File: src/rtl/sb_pkg.sv
package sb_pkg;
    localparam int NREG  = 8;
    localparam int RW    = $clog2(NREG);
    localparam int NUNIT = 3;
    localparam int UW    = $clog2(NUNIT + 1);
    localparam int NCLS  = 1 << UW;
    localparam int OPW   = 3;

    typedef enum logic [1:0] {
        PH_OPS  = 2'd0,
        PH_EXEC = 2'd1,
        PH_DONE = 2'd2
    } phase_e;

    typedef struct packed {
        logic            busy;
        phase_e          ph;
        logic [OPW-1:0]  op;
        logic [RW-1:0]   fi;
        logic [RW-1:0]   fj;
        logic [RW-1:0]   fk;
        logic            qj_v;
        logic            qk_v;
        logic [UW-1:0]   qj;
        logic [UW-1:0]   qk;
        logic            rj;
        logic            rk;
    } fu_ent_t;

    typedef struct packed {
        logic            v;
        logic [UW-1:0]   tag;
    } rstat_t;

    // True when entry e has not yet read and still needs the old value of r.
    function automatic logic needs_old(fu_ent_t e, logic [RW-1:0] r);
        return e.busy && (e.ph == PH_OPS) &&
               (((e.fj == r) && e.rj) || ((e.fk == r) && e.rk));
    endfunction
endpackage

File: src/rtl/sb_regstat.sv
module sb_regstat
    import sb_pkg::*;
(
    input  logic          clk,
    input  logic          rst,
    input  logic          set_en,
    input  logic [RW-1:0] set_reg,
    input  logic [UW-1:0] set_tag,
    input  logic          clr_en,
    input  logic [RW-1:0] clr_reg,
    output rstat_t        tab [NREG]
);
    for (genvar r = 0; r < NREG; r++) begin : g_reg
        always_ff @(posedge clk) begin
            if (rst) begin
                tab[r] <= '0;
            end else if (set_en && (set_reg == RW'(r))) begin
                tab[r].v   <= 1'b1;
                tab[r].tag <= set_tag;
            end else if (clr_en && (clr_reg == RW'(r))) begin
                tab[r] <= '0;
            end
        end
    end
endmodule

File: src/rtl/sb_issue_gate.sv
module sb_issue_gate
    import sb_pkg::*;
(
    input  logic             in_valid,
    input  logic [UW-1:0]    in_cls,
    input  logic [RW-1:0]    in_dst,
    input  logic [NUNIT-1:0] busy,
    input  logic [NREG-1:0]  pend,
    output logic             grant,
    output logic             stall
);
    logic [NCLS-1:0] occ;

    for (genvar c = 0; c < NCLS; c++) begin : g_occ
        if (c < NUNIT) begin : g_real
            assign occ[c] = busy[c];
        end else begin : g_spare
            assign occ[c] = 1'b1;
        end
    end

    assign grant = in_valid && !occ[in_cls] && !pend[in_dst];
    assign stall = in_valid && !grant;
endmodule

File: src/rtl/sb_wb_arbiter.sv
module sb_wb_arbiter
    import sb_pkg::*;
(
    input  fu_ent_t          tbl [NUNIT],
    output logic [NUNIT-1:0] wr_go,
    output logic             wr_any,
    output logic [UW-1:0]    wr_idx,
    output logic [RW-1:0]    wr_reg
);
    logic [NUNIT-1:0] blocked;
    logic [NUNIT-1:0] cand;

    always_comb begin
        for (int w = 0; w < NUNIT; w++) begin
            blocked[w] = 1'b0;
            for (int u = 0; u < NUNIT; u++) begin
                if (u != w) begin
                    blocked[w] = blocked[w] | needs_old(tbl[u], tbl[w].fi);
                end
            end
            cand[w] = tbl[w].busy && (tbl[w].ph == PH_DONE) && !blocked[w];
        end
    end

    assign wr_go  = cand & (~cand + NUNIT'(1));
    assign wr_any = |cand;

    always_comb begin
        wr_idx = '0;
        wr_reg = '0;
        for (int w = NUNIT - 1; w >= 0; w--) begin
            if (wr_go[w]) begin
                wr_idx = UW'(w);
                wr_reg = tbl[w].fi;
            end
        end
    end
endmodule

File: src/rtl/sb_ctrl.sv
module sb_ctrl
    import sb_pkg::*;
(
    input  logic                 clk,
    input  logic                 rst,
    input  logic                 in_valid,
    input  logic [UW-1:0]        in_cls,
    input  logic [OPW-1:0]       in_op,
    input  logic [RW-1:0]        in_dst,
    input  logic [RW-1:0]        in_src_a,
    input  logic [RW-1:0]        in_src_b,
    output logic                 issue_ok,
    output logic                 issue_stall,
    output logic [NUNIT-1:0]     rd_go,
    input  logic [NUNIT-1:0]     done,
    output logic [NUNIT-1:0]     wr_go,
    output logic [NUNIT*OPW-1:0] fu_op
);
    fu_ent_t          tbl [NUNIT];
    rstat_t           rtab [NREG];
    logic [NUNIT-1:0] busy;
    logic [NREG-1:0]  pend;
    logic             wr_any;
    logic [UW-1:0]    wr_idx;
    logic [RW-1:0]    wr_reg;
    logic             a_wait;
    logic             b_wait;

    for (genvar r = 0; r < NREG; r++) begin : g_pend
        assign pend[r] = rtab[r].v;
    end

    sb_issue_gate u_gate (
        .in_valid (in_valid),
        .in_cls   (in_cls),
        .in_dst   (in_dst),
        .busy     (busy),
        .pend     (pend),
        .grant    (issue_ok),
        .stall    (issue_stall)
    );

    sb_wb_arbiter u_arb (
        .tbl    (tbl),
        .wr_go  (wr_go),
        .wr_any (wr_any),
        .wr_idx (wr_idx),
        .wr_reg (wr_reg)
    );

    sb_regstat u_rstat (
        .clk     (clk),
        .rst     (rst),
        .set_en  (issue_ok),
        .set_reg (in_dst),
        .set_tag (in_cls),
        .clr_en  (wr_any),
        .clr_reg (wr_reg),
        .tab     (rtab)
    );

    // A source whose producer writes back in this very cycle is taken as ready.
    always_comb begin
        a_wait = rtab[in_src_a].v && !(wr_any && (rtab[in_src_a].tag == wr_idx));
        b_wait = rtab[in_src_b].v && !(wr_any && (rtab[in_src_b].tag == wr_idx));
    end

    for (genvar u = 0; u < NUNIT; u++) begin : g_unit
        assign busy[u]  = tbl[u].busy;
        assign rd_go[u] = tbl[u].busy && (tbl[u].ph == PH_OPS) && tbl[u].rj && tbl[u].rk;
        assign fu_op[u*OPW +: OPW] = tbl[u].op;

        always_ff @(posedge clk) begin
            if (rst) begin
                tbl[u] <= '0;
            end else if (wr_go[u]) begin
                tbl[u] <= '0;
            end else if (issue_ok && (in_cls == UW'(u))) begin
                tbl[u].busy <= 1'b1;
                tbl[u].ph   <= PH_OPS;
                tbl[u].op   <= in_op;
                tbl[u].fi   <= in_dst;
                tbl[u].fj   <= in_src_a;
                tbl[u].fk   <= in_src_b;
                tbl[u].qj_v <= a_wait;
                tbl[u].qk_v <= b_wait;
                tbl[u].qj   <= rtab[in_src_a].tag;
                tbl[u].qk   <= rtab[in_src_b].tag;
                tbl[u].rj   <= !a_wait;
                tbl[u].rk   <= !b_wait;
            end else if (tbl[u].busy) begin
                if (rd_go[u]) begin
                    tbl[u].ph <= PH_EXEC;
                    tbl[u].rj <= 1'b0;
                    tbl[u].rk <= 1'b0;
                end else if (done[u] && (tbl[u].ph == PH_EXEC)) begin
                    tbl[u].ph <= PH_DONE;
                end
                if (wr_any && tbl[u].qj_v && (tbl[u].qj == wr_idx)) begin
                    tbl[u].rj   <= 1'b1;
                    tbl[u].qj_v <= 1'b0;
                end
                if (wr_any && tbl[u].qk_v && (tbl[u].qk == wr_idx)) begin
                    tbl[u].rk   <= 1'b1;
                    tbl[u].qk_v <= 1'b0;
                end
            end
        end
    end
endmodule

File: config.mk
export PLATFORM = sky130hd
export DESIGN_NAME = sb_ctrl
export DESIGN_NICKNAME = d
export VERILOG_FILES = /design/src/rtl/sb_pkg.sv /design/src/rtl/sb_regstat.sv /design/src/rtl/sb_issue_gate.sv /design/src/rtl/sb_wb_arbiter.sv /design/src/rtl/sb_ctrl.sv
export SDC_FILE = /design/constraint.sdc
export NUM_CORES = 1
export LEC_CHECK = 0
export BUFFER_PORTS_ARGS = -buffer_cell sky130_fd_sc_hd__buf_2
export CORE_UTILIZATION = 40
export DETAILED_ROUTE_END_ITERATION = 10
export PLACE_DENSITY_LB_ADDON = 0.05
export SETUP_SLACK_MARGIN = 0.4
export SYNTH_ARGS = -nofsm -noshare
export SYNTH_HDL_FRONTEND = slang
export SYNTH_SLANG_ARGS = --single-unit
File: constraint.sdc
create_clock -name clk -period 3.6 [get_ports clk]
set_input_delay 0.9 -clock clk [delete_from_list [all_inputs] [get_ports clk]]
set_output_delay 0.9 -clock clk [all_outputs]
set_load 0.1 [all_outputs]
==> flow_metrics.env <==
export IMPL_maxSlewHeadroom_pct=27.6
export IMPL_hpwl_um=11000
export IMPL_ys_warn_count=0
export IMPL_syn_area_um2=5140
export IMPL_hp_class="reg2reg"
export IMPL_dp_cells=793
export IMPL_rsz0062_at_grt="yes"
export IMPL_async_flop_share_pct=0
export IMPL_die_w_um=115
export IMPL_initial_core_util_pct=40.9
export IMPL_ctsHoldBuffers=0
export IMPL_path_class="reg2out"
export IMPL_r2r_end="u_rstat.tab[4]$_SDFFE_PP0P_"
export IMPL_critPathArrivalTime_ps=2250
export IMPL_cap_violations=0
export IMPL_wire_per_inst_um=19.1
export IMPL_slew_violations=0
export IMPL_rows=41
export IMPL_synth_ff_type="dfxtp_1"
export IMPL_track_usage_pct=24.5
export IMPL_ys_seq_elements=93
export IMPL_end_kind="output port"
export IMPL_synth_edf_count=0
export IMPL_finalSetupViolCount=0
export IMPL_dieArea_um2=13300
export IMPL_syn_nets=648
export IMPL_die_h_um=115
export IMPL_nNetsFinal=660
export IMPL_status="finished, final reports clean"
export IMPL_ys_types=57
export IMPL_synthCells=628
export IMPL_finalNonFillerCells=817
export IMPL_antenna_found_initial=0
export IMPL_grt_max_degree=29
export IMPL_syn_to_final_growth_pct=15.0
export IMPL_ant_nets=0
export IMPL_core_area_um2=12600
export IMPL_synth_area_leaders="dfxtp_1 36%, nand2_1 8.5%, a21oi_1 7.4%"
export IMPL_vias_per_cell=5.67
export IMPL_worstPathMaxFanout=8
export IMPL_fin_crit_sh_pct=87.6
export IMPL_yosys_area_top_type_share_pct=36.2
export IMPL_drt_iter0_markers=311
export IMPL_cts_tree="yes"
export IMPL_antennaDiodeCount=0
export IMPL_portBuffers=36
export IMPL_r2r_slack_ps=820
export IMPL_hold_path_startpoint="fu_op[2]$_SDFFE_PP0P_"
export IMPL_worst_pin_slew_ps=1090
export IMPL_cts_root_buf="clkbuf_16"
export IMPL_htree_levels=3
export IMPL_p_per_area_nw_per_um2=414
export IMPL_holdPathEnd="fu_op[2]$_SDFFE_PP0P_"
export IMPL_fmax_mhz=317
export IMPL_tns_ps=0
export IMPL_final_layout_size_suffix_gt1_share_pct=20.6
export IMPL_grt_pass1_vias=4295
export IMPL_period_minus_slack_ps=3150
export IMPL_clk_pin_slew_ps=70
export IMPL_hold_violations=0
export IMPL_cts_buffers_inserted=9
export IMPL_clock_skew_ps=8.10
export IMPL_worst_hold_slack_ps=452
export IMPL_yosysSeqAreaShare_pct=36.2
export IMPL_route_detailed_drc=0
export IMPL_grt_first_pass_wirelength_um=24200
export IMPL_p_leak_nw=1.96
export IMPL_vias=4631
export IMPL_wl_um=15600
export IMPL_r2r_cells=8
export IMPL_synth_area_per_cell_um2=8.19
export IMPL_fillers=1237
export IMPL_start_kind="register"
export IMPL_max_vdd_ir_drop_mv=0.171
export IMPL_numClockSinks=93
export IMPL_critPathRequiredTime_ps=2700
export IMPL_clkLatencyLatePin_ps=350
export IMPL_firstDrtPassIters=5
export IMPL_min_path_cells=2
export IMPL_r2r_start="busy[2]$_SDFFE_PP0P_"
export IMPL_clock_path_buffers=2
export IMPL_yosys_area_top_type="dfxtp_1"
export IMPL_pin_count=37
export IMPL_globalRouteOverflowTotal=0
export IMPL_gp_congestion=0.872
-- critical path, stage by stage (launching register included) --
cell and delay (ps):
dfxtp_4 380, or3b_4 440, a21oi_4 160, or3_4 190
inv_4 60, or3b_4 410, clkinvlp_4 90, buf_12 160
-- report_power, final --
group | switching (mW) | total, mW | internal (mW)
combinational | 0.189 | 0.301 | 0.112
clock | 0.435 | 1.05 | 0.613
sequential | 0.0409 | 1.10 | 1.06
-- cells in the mapped netlist, types with 7 or more instances --
library cell and instances:
a211oi_1 15, nand4_1 14, nor2_1 32, nor3_1 10
mux2i_1 7, buf_4 13, nand2b_1 14, o311ai_0 15
dfxtp_1 93, nand2_1 117, buf_2 20, o31ai_1 8
a21oi_1 76, nand3_1 7, inv_1 11, a21o_1 8
xnor2_1 38, clkbuf_1 27, mux4_2 14, o21ai_0 7
or3_1 9
-- metal layers --
layer / vias up / wire, um / GRT usage [%]
met4: 0 / 318 / 9.35
met5: - / 0 / 0
met3: 21 / 887 / 4.11
met2: 147 / 7080 / 38.1
met1: 2213 / 7300 / 34.0
li1: 2250 / - / -
-- flip-flops by register name, indices dropped and copies added (netlist names) --
register / flops
tbl: 57
busy: 3
fu_op: 9
u_rstat.tab: 24
-- through the flow --
stage / setup slack (ps) / cell area [um^2] / total power [mW] / utilization, %
3_5_place_dp: 297 / 5430 / 1.41 / 43.2
4_1_cts: 275 / 5810 / 2.46 / 46.2
2_1_floorplan: 325 / 5150 / 1.33 / -
3_3_place_gp: 357 / 5430 / 1.41 / 43.2
6_report: 448 / 5910 / 2.45 / 47.0
5_1_grt: 396 / 5910 / 2.54 / 47.0
-- worst max path at each step --
stage                         start        to  slack [ps]  cells past startpoint
3_3_place_gp              in_dst[0]  issue_ok         360                      7
5_1_grt                   in_dst[0]  issue_ok         400                      6
6_report       busy[2]$_SDFFE_PP0P_  wr_go[2]         450                      7
2_1_floorplan             in_dst[0]  issue_ok         320                      6
4_1_cts        tbl[16]$_SDFFE_PP0P_  wr_go[2]         270                      7
3_5_place_dp              in_dst[0]  issue_ok         300                      7
-- cell type report --
| cell class | instances | area (um^2) | area share (%) |
|---|---|---|---|
| Multi-Input combinational cell | 457 | 2960 | 50.0 |
| Sequential cell | 93 | 1880 | 31.9 |
| Timing Repair Buffer | 65 | 468 | 7.92 |
| Clock buffer | 9 | 225 | 3.81 |
| Tap cell | 172 | 215 | 3.64 |
| Clock inverter | 7 | 100 | 1.69 |
| Inverter | 14 | 62.6 | 1.06 |
-- logic make-up after synthesis --
family                    share of synthesized area (%)
and+or+nand+nor                                    22.7
AOI/OAI and AO/OA                                  18.9
DFF                                                36.2
buffers and inverters                              7.54
xor gates and xnor gates                           6.47
muxes                                              8.15
-- cell usage in the layout, fill, tap and decap left out, types with 4 or more instances in the layout --
cell type and instances:
dfxtp_2 5, mux2i_1 7, dfxtp_1 84, o21ai_0 7
a21o_1 8, nor3_1 9, o31ai_1 8, dfxtp_4 4
nor2b_1 5, buf_2 31, a211oi_1 15, nor2_1 32
xnor2_1 37, clkinv_4 4, nand3b_1 4, buf_12 4
clkbuf_16 9, nand4_1 14, or2_2 4, buf_4 28
or3_1 9, o211ai_1 4, nand2_1 117, a31oi_1 5
nand3_1 6, nand2b_1 14, inv_1 10, mux4_2 14
o311ai_0 15, a21oi_1 72
-- repair_timing --
item	4_1_cts	5_1_grt
cloned	1	0
pin swaps	2	7
resized for setup	11	21
buffers inserted	3	4
endpoints found under the setup margin	4	4
Note: power is estimated with default switching activity, not from simulation.
